## config.mk

```make
export PLATFORM = sky130hd
export DESIGN_NAME = sram_cycle_ctl
export DESIGN_NICKNAME = d
export VERILOG_FILES = /design/src/rtl/sram_ctl_pkg.sv /design/src/rtl/sram_ctl_downcnt.sv /design/src/rtl/sram_ctl_req_reg.sv /design/src/rtl/sram_cycle_ctl.sv
export SDC_FILE = /design/constraint.sdc
export NUM_CORES = 1
export LEC_CHECK = 0
export BUFFER_PORTS_ARGS = -buffer_cell sky130_fd_sc_hd__buf_2
export CELL_PAD_IN_SITES_DETAIL_PLACEMENT = 2
export CELL_PAD_IN_SITES_GLOBAL_PLACEMENT = 2
export CORE_UTILIZATION = 30
export DETAILED_ROUTE_END_ITERATION = 8
export GPL_ROUTABILITY_DRIVEN = 0
export PLACE_DENSITY = 0.95
export SYNTH_ARGS = -nofsm -noshare
export SYNTH_HDL_FRONTEND = slang
export SYNTH_SLANG_ARGS = --single-unit
```

## constraint.sdc

```tcl
create_clock -name clk_i -period 3 [get_ports clk_i]
set_clock_uncertainty 0.2 [all_clocks]
set_input_delay 0 -clock clk_i [delete_from_list [all_inputs] [get_ports clk_i]]
set_output_delay 0 -clock clk_i [all_outputs]
set_load 0.01 [all_outputs]
```

## src/rtl/sram_ctl_pkg.sv

```systemverilog
package sram_ctl_pkg;

  typedef enum logic [2:0] {
    ST_IDLE,
    ST_READ,
    ST_TURN,
    ST_WSETUP,
    ST_WPULSE,
    ST_WREC
  } ctl_state_e;

  // ns minimum -> cycles, ceiling, at least 1 for nonzero
  function automatic int ns_to_cyc(input int ns, input int period);
    int c;
    if (ns <= 0) return 0;
    c = (ns + period - 1) / period;
    return (c < 1) ? 1 : c;
  endfunction

  function automatic int max2(input int a, input int b);
    return (a > b) ? a : b;
  endfunction

endpackage

```

## src/rtl/sram_ctl_downcnt.sv

```systemverilog
module sram_ctl_downcnt #(
  parameter int W = 4
) (
  input  logic         clk_i,
  input  logic         rst_ni,
  input  logic         load_i,
  input  logic [W-1:0] load_val_i,
  output logic         zero_o
);
  logic [W-1:0] cnt_q;

  always_ff @(posedge clk_i or negedge rst_ni) begin
    if (!rst_ni)            cnt_q <= '0;
    else if (load_i)        cnt_q <= load_val_i;
    else if (cnt_q != '0)   cnt_q <= cnt_q - 1'b1;
  end

  assign zero_o = (cnt_q == '0);
endmodule

```

## src/rtl/sram_ctl_req_reg.sv

```systemverilog
module sram_ctl_req_reg #(
  parameter int AW = 19,
  parameter int DW = 8
) (
  input  logic          clk_i,
  input  logic          rst_ni,
  input  logic          take_i,
  input  logic          we_i,
  input  logic [AW-1:0] addr_i,
  input  logic [DW-1:0] wdata_i,
  output logic          we_o,
  output logic [AW-1:0] addr_o,
  output logic [DW-1:0] wdata_o
);
  always_ff @(posedge clk_i or negedge rst_ni) begin
    if (!rst_ni) begin
      we_o    <= 1'b0;
      addr_o  <= '0;
      wdata_o <= '0;
    end else if (take_i) begin
      we_o    <= we_i;
      addr_o  <= addr_i;
      wdata_o <= wdata_i;
    end
  end
endmodule

```

## src/rtl/sram_cycle_ctl.sv

```systemverilog
module sram_cycle_ctl
  import sram_ctl_pkg::*;
#(
  parameter int ADDR_W        = 19,
  parameter int DATA_W        = 8,
  parameter int CLK_PERIOD_NS = 5,
  parameter int T_RC_NS       = 55,
  parameter int T_AA_NS       = 55,
  parameter int T_OE_NS       = 30,
  parameter int T_WC_NS       = 55,
  parameter int T_WP_NS       = 40,
  parameter int T_AW_NS       = 50,
  parameter int T_DW_NS       = 25,
  parameter int T_HZ_NS       = 20
) (
  input  logic              clk_i,
  input  logic              rst_ni,
  input  logic              req_i,
  input  logic              we_i,
  input  logic [ADDR_W-1:0] addr_i,
  input  logic [DATA_W-1:0] wdata_i,
  output logic              ready_o,
  output logic              rvalid_o,
  output logic [DATA_W-1:0] rdata_o,
  output logic [ADDR_W-1:0] mem_addr_o,
  output logic              mem_ce1_n_o,
  output logic              mem_ce2_o,
  output logic              mem_oe_n_o,
  output logic              mem_we_n_o,
  output logic [DATA_W-1:0] mem_dout_o,
  output logic              mem_dout_en_o,
  input  logic [DATA_W-1:0] mem_din_i
);
  localparam int N_RD  = max2(max2(ns_to_cyc(T_RC_NS, CLK_PERIOD_NS),
                                   ns_to_cyc(T_AA_NS, CLK_PERIOD_NS)),
                              max2(ns_to_cyc(T_OE_NS, CLK_PERIOD_NS), 1));
  localparam int N_WP  = max2(max2(ns_to_cyc(T_WP_NS, CLK_PERIOD_NS),
                                   ns_to_cyc(T_DW_NS, CLK_PERIOD_NS)), 1);
  localparam int N_SU  = max2(ns_to_cyc(T_AW_NS, CLK_PERIOD_NS) - N_WP, 1);
  localparam int N_REC = max2(ns_to_cyc(T_WC_NS, CLK_PERIOD_NS) - N_SU - N_WP, 1);
  localparam int N_HZ  = ns_to_cyc(T_HZ_NS, CLK_PERIOD_NS);
  localparam int N_MAX = max2(max2(N_RD, N_WP), max2(max2(N_SU, N_REC), N_HZ));
  localparam int CW    = $clog2(N_MAX + 1);

  ctl_state_e state_q, state_d;
  logic              take;
  logic              rq_we;
  logic [DATA_W-1:0] rq_wdata;
  logic              ph_load, ph_zero;
  logic [CW-1:0]     ph_val;
  logic              ta_load, ta_zero, ta_busy;
  logic              sel;
  logic              dout_en_q;
  logic              rvalid_q;
  logic [DATA_W-1:0] rdata_q;

  assign take = req_i && (state_q == ST_IDLE);

  sram_ctl_req_reg #(.AW(ADDR_W), .DW(DATA_W)) u_req (
    .clk_i, .rst_ni,
    .take_i (take),
    .we_i, .addr_i, .wdata_i,
    .we_o   (rq_we),
    .addr_o (mem_addr_o),
    .wdata_o(rq_wdata)
  );

  sram_ctl_downcnt #(.W(CW)) u_phase (
    .clk_i, .rst_ni,
    .load_i    (ph_load),
    .load_val_i(ph_val),
    .zero_o    (ph_zero)
  );

  // bus release window after OE is removed
  sram_ctl_downcnt #(.W(CW)) u_turn (
    .clk_i, .rst_ni,
    .load_i    (ta_load),
    .load_val_i(CW'(N_HZ)),
    .zero_o    (ta_zero)
  );
  assign ta_busy = !ta_zero;

  always_comb begin
    state_d = state_q;
    ph_load = 1'b0;
    ph_val  = '0;
    ta_load = 1'b0;
    unique case (state_q)
      ST_IDLE: if (req_i) begin
        if (!we_i) begin
          state_d = ST_READ;   ph_load = 1'b1; ph_val = CW'(N_RD - 1);
        end else if (ta_busy) begin
          state_d = ST_TURN;
        end else begin
          state_d = ST_WSETUP; ph_load = 1'b1; ph_val = CW'(N_SU - 1);
        end
      end
      ST_TURN: if (!ta_busy) begin
        state_d = ST_WSETUP; ph_load = 1'b1; ph_val = CW'(N_SU - 1);
      end
      ST_READ: if (ph_zero) begin
        state_d = ST_IDLE; ta_load = 1'b1;
      end
      ST_WSETUP: if (ph_zero) begin
        state_d = ST_WPULSE; ph_load = 1'b1; ph_val = CW'(N_WP - 1);
      end
      ST_WPULSE: if (ph_zero) begin
        state_d = ST_WREC;   ph_load = 1'b1; ph_val = CW'(N_REC - 1);
      end
      ST_WREC: if (ph_zero) state_d = ST_IDLE;
      default: state_d = ST_IDLE;
    endcase
  end

  always_ff @(posedge clk_i or negedge rst_ni) begin
    if (!rst_ni) begin
      state_q   <= ST_IDLE;
      dout_en_q <= 1'b0;
      rvalid_q  <= 1'b0;
      rdata_q   <= '0;
    end else begin
      state_q   <= state_d;
      // drive through the pulse and one cycle past its end
      dout_en_q <= (state_d == ST_WPULSE) || (state_q == ST_WPULSE);
      rvalid_q  <= (state_q == ST_READ) && ph_zero;
      if ((state_q == ST_READ) && ph_zero) rdata_q <= mem_din_i;
    end
  end

  assign sel           = (state_q == ST_READ) || (state_q == ST_WSETUP) ||
                         (state_q == ST_WPULSE) || (state_q == ST_WREC);
  assign ready_o       = (state_q == ST_IDLE);
  assign rvalid_o      = rvalid_q;
  assign rdata_o       = rdata_q;
  assign mem_ce1_n_o   = !sel;
  assign mem_ce2_o     = sel;
  assign mem_oe_n_o    = (state_q != ST_READ);
  assign mem_we_n_o    = (state_q != ST_WPULSE);
  assign mem_dout_o    = rq_wdata;
  assign mem_dout_en_o = dout_en_q;

  // checker-only counter of write strobe width
  logic [CW:0] we_lo_cnt;
  always_ff @(posedge clk_i or negedge rst_ni) begin
    if (!rst_ni)          we_lo_cnt <= '0;
    else if (!mem_we_n_o) we_lo_cnt <= we_lo_cnt + 1'b1;
    else                  we_lo_cnt <= '0;
  end

  AST_IDLE_DESELECT: assert property (@(posedge clk_i) disable iff (!rst_ni)
    ready_o |-> (mem_ce1_n_o && !mem_ce2_o));
  AST_READY_DROPS: assert property (@(posedge clk_i) disable iff (!rst_ni)
    (ready_o && req_i) |=> !ready_o);
  AST_ADDR_HELD: assert property (@(posedge clk_i) disable iff (!rst_ni)
    (!mem_ce1_n_o && !$past(mem_ce1_n_o)) |-> $stable(mem_addr_o));
  AST_RVALID_PULSE: assert property (@(posedge clk_i) disable iff (!rst_ni)
    rvalid_o |=> !rvalid_o);
  AST_WE_WIDTH: assert property (@(posedge clk_i) disable iff (!rst_ni)
    $rose(mem_we_n_o) |-> (we_lo_cnt == (CW+1)'(N_WP)));
  AST_DRIVE_TAIL: assert property (@(posedge clk_i) disable iff (!rst_ni)
    $rose(mem_we_n_o) |-> mem_dout_en_o);
  AST_DRIVE_RELEASE: assert property (@(posedge clk_i) disable iff (!rst_ni)
    $rose(mem_we_n_o) |=> !mem_dout_en_o);
  AST_NO_DRIVE_READ: assert property (@(posedge clk_i) disable iff (!rst_ni)
    !(mem_dout_en_o && !mem_oe_n_o));
  AST_TURN_GAP: assert property (@(posedge clk_i) disable iff (!rst_ni)
    ta_busy |-> !mem_dout_en_o);

endmodule

```

==> flow_metrics.tcl, run 1 <==
set metrics [dict create \
    mostFrequentLayoutCells "nand2_1, buf_2, dfrtp_1, dlygate4sd3_1, nor2_1" \
    hpwl_mm 4.287 \
    root_buffer "clkbuf_8" \
    period_needed_ns 2.423 \
    post_drt_wl_per_cell_microns 16.00 \
    layout_commonest_cell "nand2_1" \
    relSlewSlack_pct 26.46 \
    crit_chain "inv_1 -> ha_1 -> nor3b_4 -> nor3b_4 -> mux2_2" \
    ctsLongestPathBuffers 2 \
    postCtsResizedCells 0 \
    tns_ns 0 \
    worstSetupStartpointType "flip-flop" \
    critPathBufInv 1 \
    slowest_delay_ns 0.62 \
    overflow 0 \
    syn_area_sq_mm 0.002066 \
    p_leak_nw 1.594 \
    cts_tree "yes" \
    num_vias 1949 \
    post-synth-top-area-fraction_pct 58.15 \
    drc 6 \
    diodes 0 \
    antenna_found_initial 0 \
    yosysSeqAreaShare_pct 58.15 \
    die_area_sq_mm 0.007222 \
    syn2layout_area_growth_pct 45.18 \
    h-tree-depth 2 \
    cts_made_buffers 5 \
    port_buffers 80 \
    crit_top_cell "nor3b_4" \
    synth_area_leaders "dfrtp_1, nand2_1, mux2_1" \
    nFillCells 712 \
    powerDensity_mw_per_mm2 946.9 \
    coreArea_sq_mm 0.006495 \
    die_x_microns 84.98 \
    yosysWarningCount 0 \
    maxCapViolCount 0 \
    fmax_ghz 0.4126 \
    drive_above_1_share_pct 29.00 \
    ant_nets 0 \
    crit_fanout 13 \
    whs_ns 0.2261 \
    num_rows 29 \
    required_ns 2.98 \
    avgSynthCellArea_sq_um 9.653 \
    initial_core_util_pct 31.81 \
    clkTransAtPathRegs_ns 0.09 \
    die_h_microns 84.98 \
    grt_usage_pct 19.79 \
    violations "DRC" \
    syn_inst 214 \
    outcome "finished, violations left" \
    hold_class "input port to asynchronous set/reset pin" \
    grt_max_degree 49 \
    vdd_drop_max_uv 312.3 \
    drv_slew 0 \
    slowest_stage "nor3b_4" \
    drt_iter0_drc 76 \
    rsz0062_at_grt "false" \
    fin_crit_sh_pct 80.78 \
    clock_insertion_delay_worst_skew_ns 0.29 \
    grt_pass1_wl_mm 10.98 \
    grt_pass1_vias 2201 \
    end_kind "flip-flop" \
    worst_pin_slew_ns 1.103 \
    finalHoldViolCount 0 \
    setup_violations 0 \
    cp_top_family "simple AND/OR/NAND/NOR gates" \
    dr.pass1.iters 6 \
    avgViaCountPerCell 4.777 \
    io_pins 81 \
    crit_type "flip-flop to flip-flop" \
    synth_cell_type_count 33 \
    clock-sinks 48 \
    synth_nets 255 \
    wl_mm 6.529 \
    post_cts.repair.setup_buffers 0 \
    worst_slack_ns 0.5766 \
    power.total_w 0.002840 \
    dp_worst_setup_slack_ns 0.6068 \
    ys_ff_latch 48 \
    yosysTopAreaCell "dfrtp_1" \
    arrival_ns 2.41 \
    nets 371 \
]
cell type report:
cell class | instances | area, sq um | area share, %
Sequential cell | 48 | 1201 | 40.05
Inverter | 7 | 26.28 | 0.8761
Multi-Input combinational cell | 148 | 789.5 | 26.32
Timing Repair Buffer | 120 | 795.8 | 26.53
Tap cell | 77 | 96.34 | 3.212
Clock buffer | 8 | 90.09 | 3.004
final timing paths:
| path | cells after the start | from | slack [ns] | end |
|---|---|---|---|---|
| worst min-delay path | 2 | rst_ni | 0.23 | u_req.addr_o[0] |
| worst min register to register | 2 | u_req.addr_o[15] | 0.28 | u_req.addr_o[15] |
| worst max-delay path | 5 | u_phase.cnt_q[0] | 0.58 | rdata_o[0] |
| max in group asynchronous | 2 | rst_ni | 1.67 | u_turn.cnt_q[2] |
| min in group clk_i | 4 | addr_i[5] | 0.23 | u_req.addr_o[5] |
| worst max register to register | 5 | u_phase.cnt_q[0] | 0.58 | rdata_o[0] |
power by group:
part / internal, W / switching, W / total [W]
registers: 0.000951 / 0.000248 / 0.00120
clock network: 0.000188 / 0.000210 / 0.000398
logic: 0.000553 / 0.000690 / 0.00124
total: 0.00169 / 0.00115 / 0.00284
through the flow:
step	instance area [sq um]	utilization, %	cells
after floorplan	2066	-	214
after global placement	2529	38.93	362
after detailed placement	2529	38.93	362
after CTS	2999	46.18	408
after global routing	2999	46.18	408
final	2999	46.18	408
cell usage after synthesis, drive strengths merged:
library cell / number
nor4b: 1
a21oi: 3
or4b: 1
a211oi: 1
nor3b: 5
mux2: 8
nand2: 87
ha: 2
nor2: 12
o221ai: 1
buf: 9
nand3: 1
or2: 1
mux2i: 2
a211o: 1
inv: 7
nor3: 4
or3b: 1
a311oi: 1
a31oi: 1
dfrtp: 48
nor2b: 2
nand4bb: 1
clkbuf: 2
or3: 1
xnor2: 2
a22oi: 1
o21ai: 5
a21o: 3
timing repair:
action	4_1_cts	5_1_grt
hold endpoints to repair	89	0
hold buffers	38	0
endpoints found under the setup margin	0	0
per-layer routing:
layer / part of all wire [%] / global-route usage [%] / up-vias
met2: 55 / 37.68 / 60
met3: 4.2 / 3.405 / 8
li1: - / - / 917
met4: 1.7 / 7.396 / 0
met1: 39 / 21.84 / 964
met5: 0 / 0 / -
registers in the layout (all words and copies together), names as in the netlist:
signal	count
mem_dout_en_o	1
rvalid_o	1
state_q	3
u_req.wdata_o	8
u_phase.cnt_q	4
u_req.addr_o	19
u_turn.cnt_q	4
rdata_o	8
cells by family after synthesis:
kind of cell | share of synthesized area [%]
buffers and inverters | 3.938
XOR/XNOR | 0.8481
adder cells (fa/ha/maj) | 1.211
multiplexers | 5.330
flip-flops | 58.15
AO/OA/AOI/OAI | 5.330
AND/OR/NAND/NOR | 25.20
(Power assumes the default switching activity.)
==> run 2, diff against run 1 <==
Settings changed: CORE_UTILIZATION 30 to 25, PLACE_DENSITY 0.95 to 0.86.
Clock period 3 ns to 2.16 ns, I/O delays scaled along.
==> flow_metrics.tcl, run 2 (synthesis results as in run 1) <==
set metrics [dict create \
    outcome "finished, final reports clean" \
    grt_max_degree 32 \
    ant_nets 0 \
    clkTransAtPathRegs_ns 0.09 \
    regArea_sq_mm 0.001201 \
    crit_top_cell "nor3b_4" \
    nets 382 \
    crit_type "flip-flop to flip-flop" \
    grt_usage_pct 16.20 \
    p_int_w 0.002642 \
    drc 0 \
    crit_fanout 13 \
    postCtsResizedCells 0 \
    p_comb_share_pct 43.6 \
    clock-sinks 48 \
    wl_met3_microns 253 \
    layout_commonest_cell "nand2_1" \
    slowest_stage "dfrtp_1" \
    num_vias 1984 \
    dr_wl_met2_mm 3.468 \
    largest_register_ffs 19 \
    mostFrequentLayoutCells "nand2_1, buf_2, dfrtp_1, dlygate4sd3_1" \
    regMostFlops "u_req.addr_o" \
    coreArea_sq_mm 0.007848 \
    io_pins 81 \
    topRoutingLayerUsed "met4" \
    die_x_microns 92.90 \
    wl_mm 6.588 \
    die_h_microns 92.90 \
    vdd_drop_max_uv 508.1 \
    post_drt_wl_per_cell_microns 14.84 \
    arrival_ns 2.03 \
    antenna_found_initial 0 \
    slowest_delay_ns 0.42 \
    critPathBufInv 2 \
    cp_top_family "simple AND/OR/NAND/NOR gates" \
    placedCellCount 396 \
    fin_crit_sh_pct 94.65 \
    p_leak_nw 1.676 \
    initial_core_util_pct 26.32 \
    p_sw_w 0.001644 \
    nFillCells 892 \
    hold_class "input port to asynchronous set/reset pin" \
    worstSetupStartpointType "flip-flop" \
    diodes 0 \
    worst_pin_slew_ns 0.7030 \
    cts_tree "yes" \
    clock_insertion_delay_worst_skew_ns 0.30 \
    drive_above_1_share_pct 31.87 \
    grt_pass1_wl_mm 10.90 \
    crit_chain "inv_1 -> ha_1 -> nor3b_4 -> nor3b_4 -> buf_12 -> mux2_1" \
    port_buffers 80 \
    drt_iter0_drc 39 \
    num_rows 32 \
    powerDensity_mw_per_mm2 1351 \
    grt_pass1_vias 2186 \
    h-tree-depth 2 \
    drv_slew 0 \
    wl_met1_mm 2.830 \
    multi_input_area_sq_um 789.5 \
    switching_share_pct 38.37 \
    end_kind "flip-flop" \
    cts_made_buffers 5 \
    clkPwrFrac_pct 18.5 \
    root_buffer "clkbuf_8" \
    whs_ns 0.07426 \
    fmax_ghz 0.4891 \
    instances_no_fill 444 \
    finalHoldViolCount 0 \
    syn2layout_area_growth_pct 53.60 \
    maxCapViolCount 0 \
    avgViaCountPerCell 4.468 \
    ctsLongestPathBuffers 2 \
    hpwl_mm 4.515 \
    setup_violations 0 \
    required_ns 2.14 \
    relSlewSlack_pct 53.14 \
    period_needed_ns 2.044 \
    dr.pass1.iters 3 \
    overflow 0 \
    p_seq_share_pct 37.9 \
    die_area_sq_mm 0.008630 \
    utilization_pct 40.43 \
]
[run 2: cell count changes in the layout (fill, tap and decap cells not counted), sizes merged]
| cell | change |
|---|---|
| buf | +11 |
| bufinv | +2 |
| clkbuf | -3 |
| inv | +1 |
[run 2: repair_timing]
item	4_1_cts	5_1_grt
hold endpoints to repair	70	0
hold buffers	38	0
endpoints found under the setup margin	0	7
buffers inserted	0	2
[run 2: metal layers]
| layer | vias up | global-route usage, % |
|---|---|---|
| met5 | - | 0 |
| met4 | 0 | 3.590 |
| met3 | 4 | 2.627 |
| met2 | 58 | 30.58 |
| met1 | 981 | 19.00 |
| li1 | 941 | - |
[run 2: cell type report]
cell class / count / share of cell area, %
Tap cell: 102 / 4.022
Inverter: 7 / 0.8281
Clock buffer: 5 / 2.169
Timing Repair Buffer: 131 / 28.08
Clock inverter: 3 / 2.169
Multi-Input combinational cell: 148 / 24.88
Sequential cell: 48 / 37.85
[run 2: path summary, 6_finish.rpt]
check | start | endpoint | slack, ns | cells past startpoint
setup reg to reg | u_phase.cnt_q[0] | rdata_o[7] | 0.12 | 6
hold reg to reg | u_req.addr_o[12] | u_req.addr_o[12] | 0.28 | 2
setup / recovery | u_phase.cnt_q[0] | rdata_o[7] | 0.12 | 6
max in group asynchronous | rst_ni | state_q[1] | 1.04 | 3
hold / removal | rst_ni | rdata_o[4] | 0.07 | 2
min in group clk_i | addr_i[14] | u_req.addr_o[14] | 0.22 | 4
[run 2: metrics by stage]
| stage | setup TNS, ns | total power, W | instance area, sq um | setup WS [ns] |
|---|---|---|---|---|
| 4_1_cts | 0 | 0.004316 | 3158 | 0.06752 |
| 6_report | 0 | 0.004286 | 3173 | 0.1156 |
| 5_1_grt | -0.01322 | 0.004654 | 3173 | -0.01322 |
| 3_5_place_dp | 0 | 0.003449 | 2640 | 0.07388 |
| 2_1_floorplan | 0 | 0.002652 | 2066 | 0.1137 |
| 3_3_place_gp | 0 | 0.003319 | 2640 | 0.1781 |
[run 2: power groups by stage]
stage / clock network (W) / registers (W) / logic [W]
after floorplan: 0 / 0.00171 / 0.000939
after global placement: 0 / 0.00160 / 0.00172
after detailed placement: 0 / 0.00164 / 0.00181
after CTS: 0.000819 / 0.00162 / 0.00187
after global routing: 0.000854 / 0.00169 / 0.00211
final: 0.000791 / 0.00163 / 0.00187
==> run 3, diff against run 2 <==
Settings changed: CORE_ASPECT_RATIO from default to 1.25.
==> flow_metrics.tcl, run 3 (synthesis results as in run 1) <==
set metrics [dict create \
    hold_class "input port to asynchronous set/reset pin" \
    clkPwrFrac_pct 13.3 \
    crit-reg2reg-launch "u_phase.cnt_q[0]" \
    worst_slack_ns 0.1035 \
    h-tree-depth 2 \
    mostFrequentLayoutCells "nand2_1, buf_2, dfrtp_1, dlygate4sd3_1, nor2_1" \
    grt_usage_pct 16.14 \
    whs_ns 0.1200 \
    worstSetupStartpointType "flip-flop" \
    die_h_microns 103.6 \
    overflow 0 \
    required_ns 2.14 \
    hpwl_mm 4.579 \
    syn2layout_area_growth_pct 50.39 \
    diodes 0 \
    crit_type "flip-flop to flip-flop" \
    nets 381 \
    crit_fanout 13 \
    powerDensity_mw_per_mm2 1298 \
    avgViaCountPerCell 4.594 \
    drive_above_1_share_pct 31.67 \
    num_rows 36 \
    clock-sinks 48 \
    vdd_drop_max_uv 438.7 \
    port_buffers 80 \
    initial_core_util_pct 26.21 \
    reg2reg_to "rdata_o[3]" \
    p_leak_nw 1.649 \
    grt_pass1_wl_mm 11.31 \
    antenna_found_initial 0 \
    die_area_sq_mm 0.008633 \
    p_sw_w 0.001641 \
    crit_top_cell "nor3b_4" \
    drt_iter0_drc 38 \
    ctsLongestPathBuffers 2 \
    period_needed_ns 2.056 \
    reg2reg_slack_ns 0.10 \
    arrival_ns 2.04 \
    switching_share_pct 40.70 \
    ant_nets 0 \
    regMostFlops "u_req.addr_o" \
    io_pins 81 \
    crit_chain "inv_1 -> ha_1 -> nor3b_4 -> nor3b_4 -> buf_12 -> mux2_1" \
    dr.pass1.iters 3 \
    num_vias 2003 \
    cts_made_buffers 5 \
    relSlewSlack_pct 46.79 \
    setup_violations 0 \
    dp_worst_setup_slack_ns 0.1180 \
    fin_crit_sh_pct 95.21 \
    slowest_stage "dfrtp_1" \
    rsz0062_at_grt "false" \
    coreArea_sq_mm 0.007883 \
    p_seq_share_pct 40.4 \
    slowest_delay_ns 0.42 \
    layout_commonest_cell "nand2_1" \
    post_drt_wl_per_cell_microns 15.60 \
    grt_max_degree 35 \
    grt_pass1_vias 2319 \
    tns_ns 0 \
    wl_mm 6.802 \
    outcome "finished, final reports clean" \
    cts_tree "yes" \
    worst_pin_slew_ns 0.7981 \
    reg2reg_depth 6 \
    root_buffer "clkbuf_8" \
    p_int_w 0.002391 \
    clock_insertion_delay_worst_skew_ns 0.31 \
    clkTransAtPathRegs_ns 0.10 \
    p_comb_share_pct 46.3 \
    largest_register_ffs 19 \
    end_kind "flip-flop" \
    drc 0 \
    maxCapViolCount 0 \
    fmax_ghz 0.4863 \
    finalHoldViolCount 0 \
    drv_slew 0 \
    die_x_microns 83.31 \
    utilization_pct 39.41 \
]
run 3: power by group through the flow:
stage          clock (W)  sequential [W]  combinational (W)
2_1_floorplan          0         0.00171           0.000939
3_5_place_dp           0         0.00164            0.00182
5_1_grt         0.000589         0.00168            0.00208
6_report        0.000538         0.00163            0.00186
3_3_place_gp           0         0.00161            0.00172
4_1_cts         0.000563         0.00163            0.00189
run 3: repair_timing:
item,CTS,global route
setup endpoints to repair,0,1
hold buffers,38,0
gates resized for setup,0,1
setup buffers,0,0
hold endpoints to repair,73,0
run 3: per-stage QoR:
stage	total power [W]	instance area [sq um]	std cells
2_1_floorplan	0.002652	2066	214
3_3_place_gp	0.003326	2639	390
3_5_place_dp	0.003467	2639	390
4_1_cts	0.004089	3107	436
5_1_grt	0.004351	3107	436
6_report	0.004032	3107	436
run 3: worst max path at each step:
stage,startpoint,slack [ns],cells past startpoint,to
3_3_place_gp,u_phase.cnt_q[0],0.25,6,rdata_o[0]
2_1_floorplan,u_phase.cnt_q[0],0.11,6,rdata_o[3]
3_5_place_dp,u_phase.cnt_q[0],0.12,6,rdata_o[7]
5_1_grt,u_phase.cnt_q[0],0.02,6,rdata_o[7]
6_report,u_phase.cnt_q[0],0.10,6,rdata_o[3]
4_1_cts,u_phase.cnt_q[0],0.09,6,rdata_o[7]
run 3: final cells by class:
class	instances	area [sq um]
Tap cell	95	118.9
Sequential cell	48	1201
Fill cell	872	4776
Clock buffer	5	68.82
Clock inverter	3	18.77
Multi-Input combinational cell	148	789.5
Inverter	7	26.28
Timing Repair Buffer	130	883.3
run 3: worst max-delay path: cells and delay by family, from the launching register on:
kind | cells | cell delay [ns]
adders and majority gates | 1 | 0.25
buffers and inverters | 2 | 0.25
DFF | 1 | 0.42
muxes | 1 | 0.33
and+or+nand+nor | 2 | 0.47
run 3: routing by layer:
metal	track usage (%)	wire (microns)
met4	2.217	39
met3	3.028	296
met5	0	0
met2	33.43	3884
met1	16.60	2582
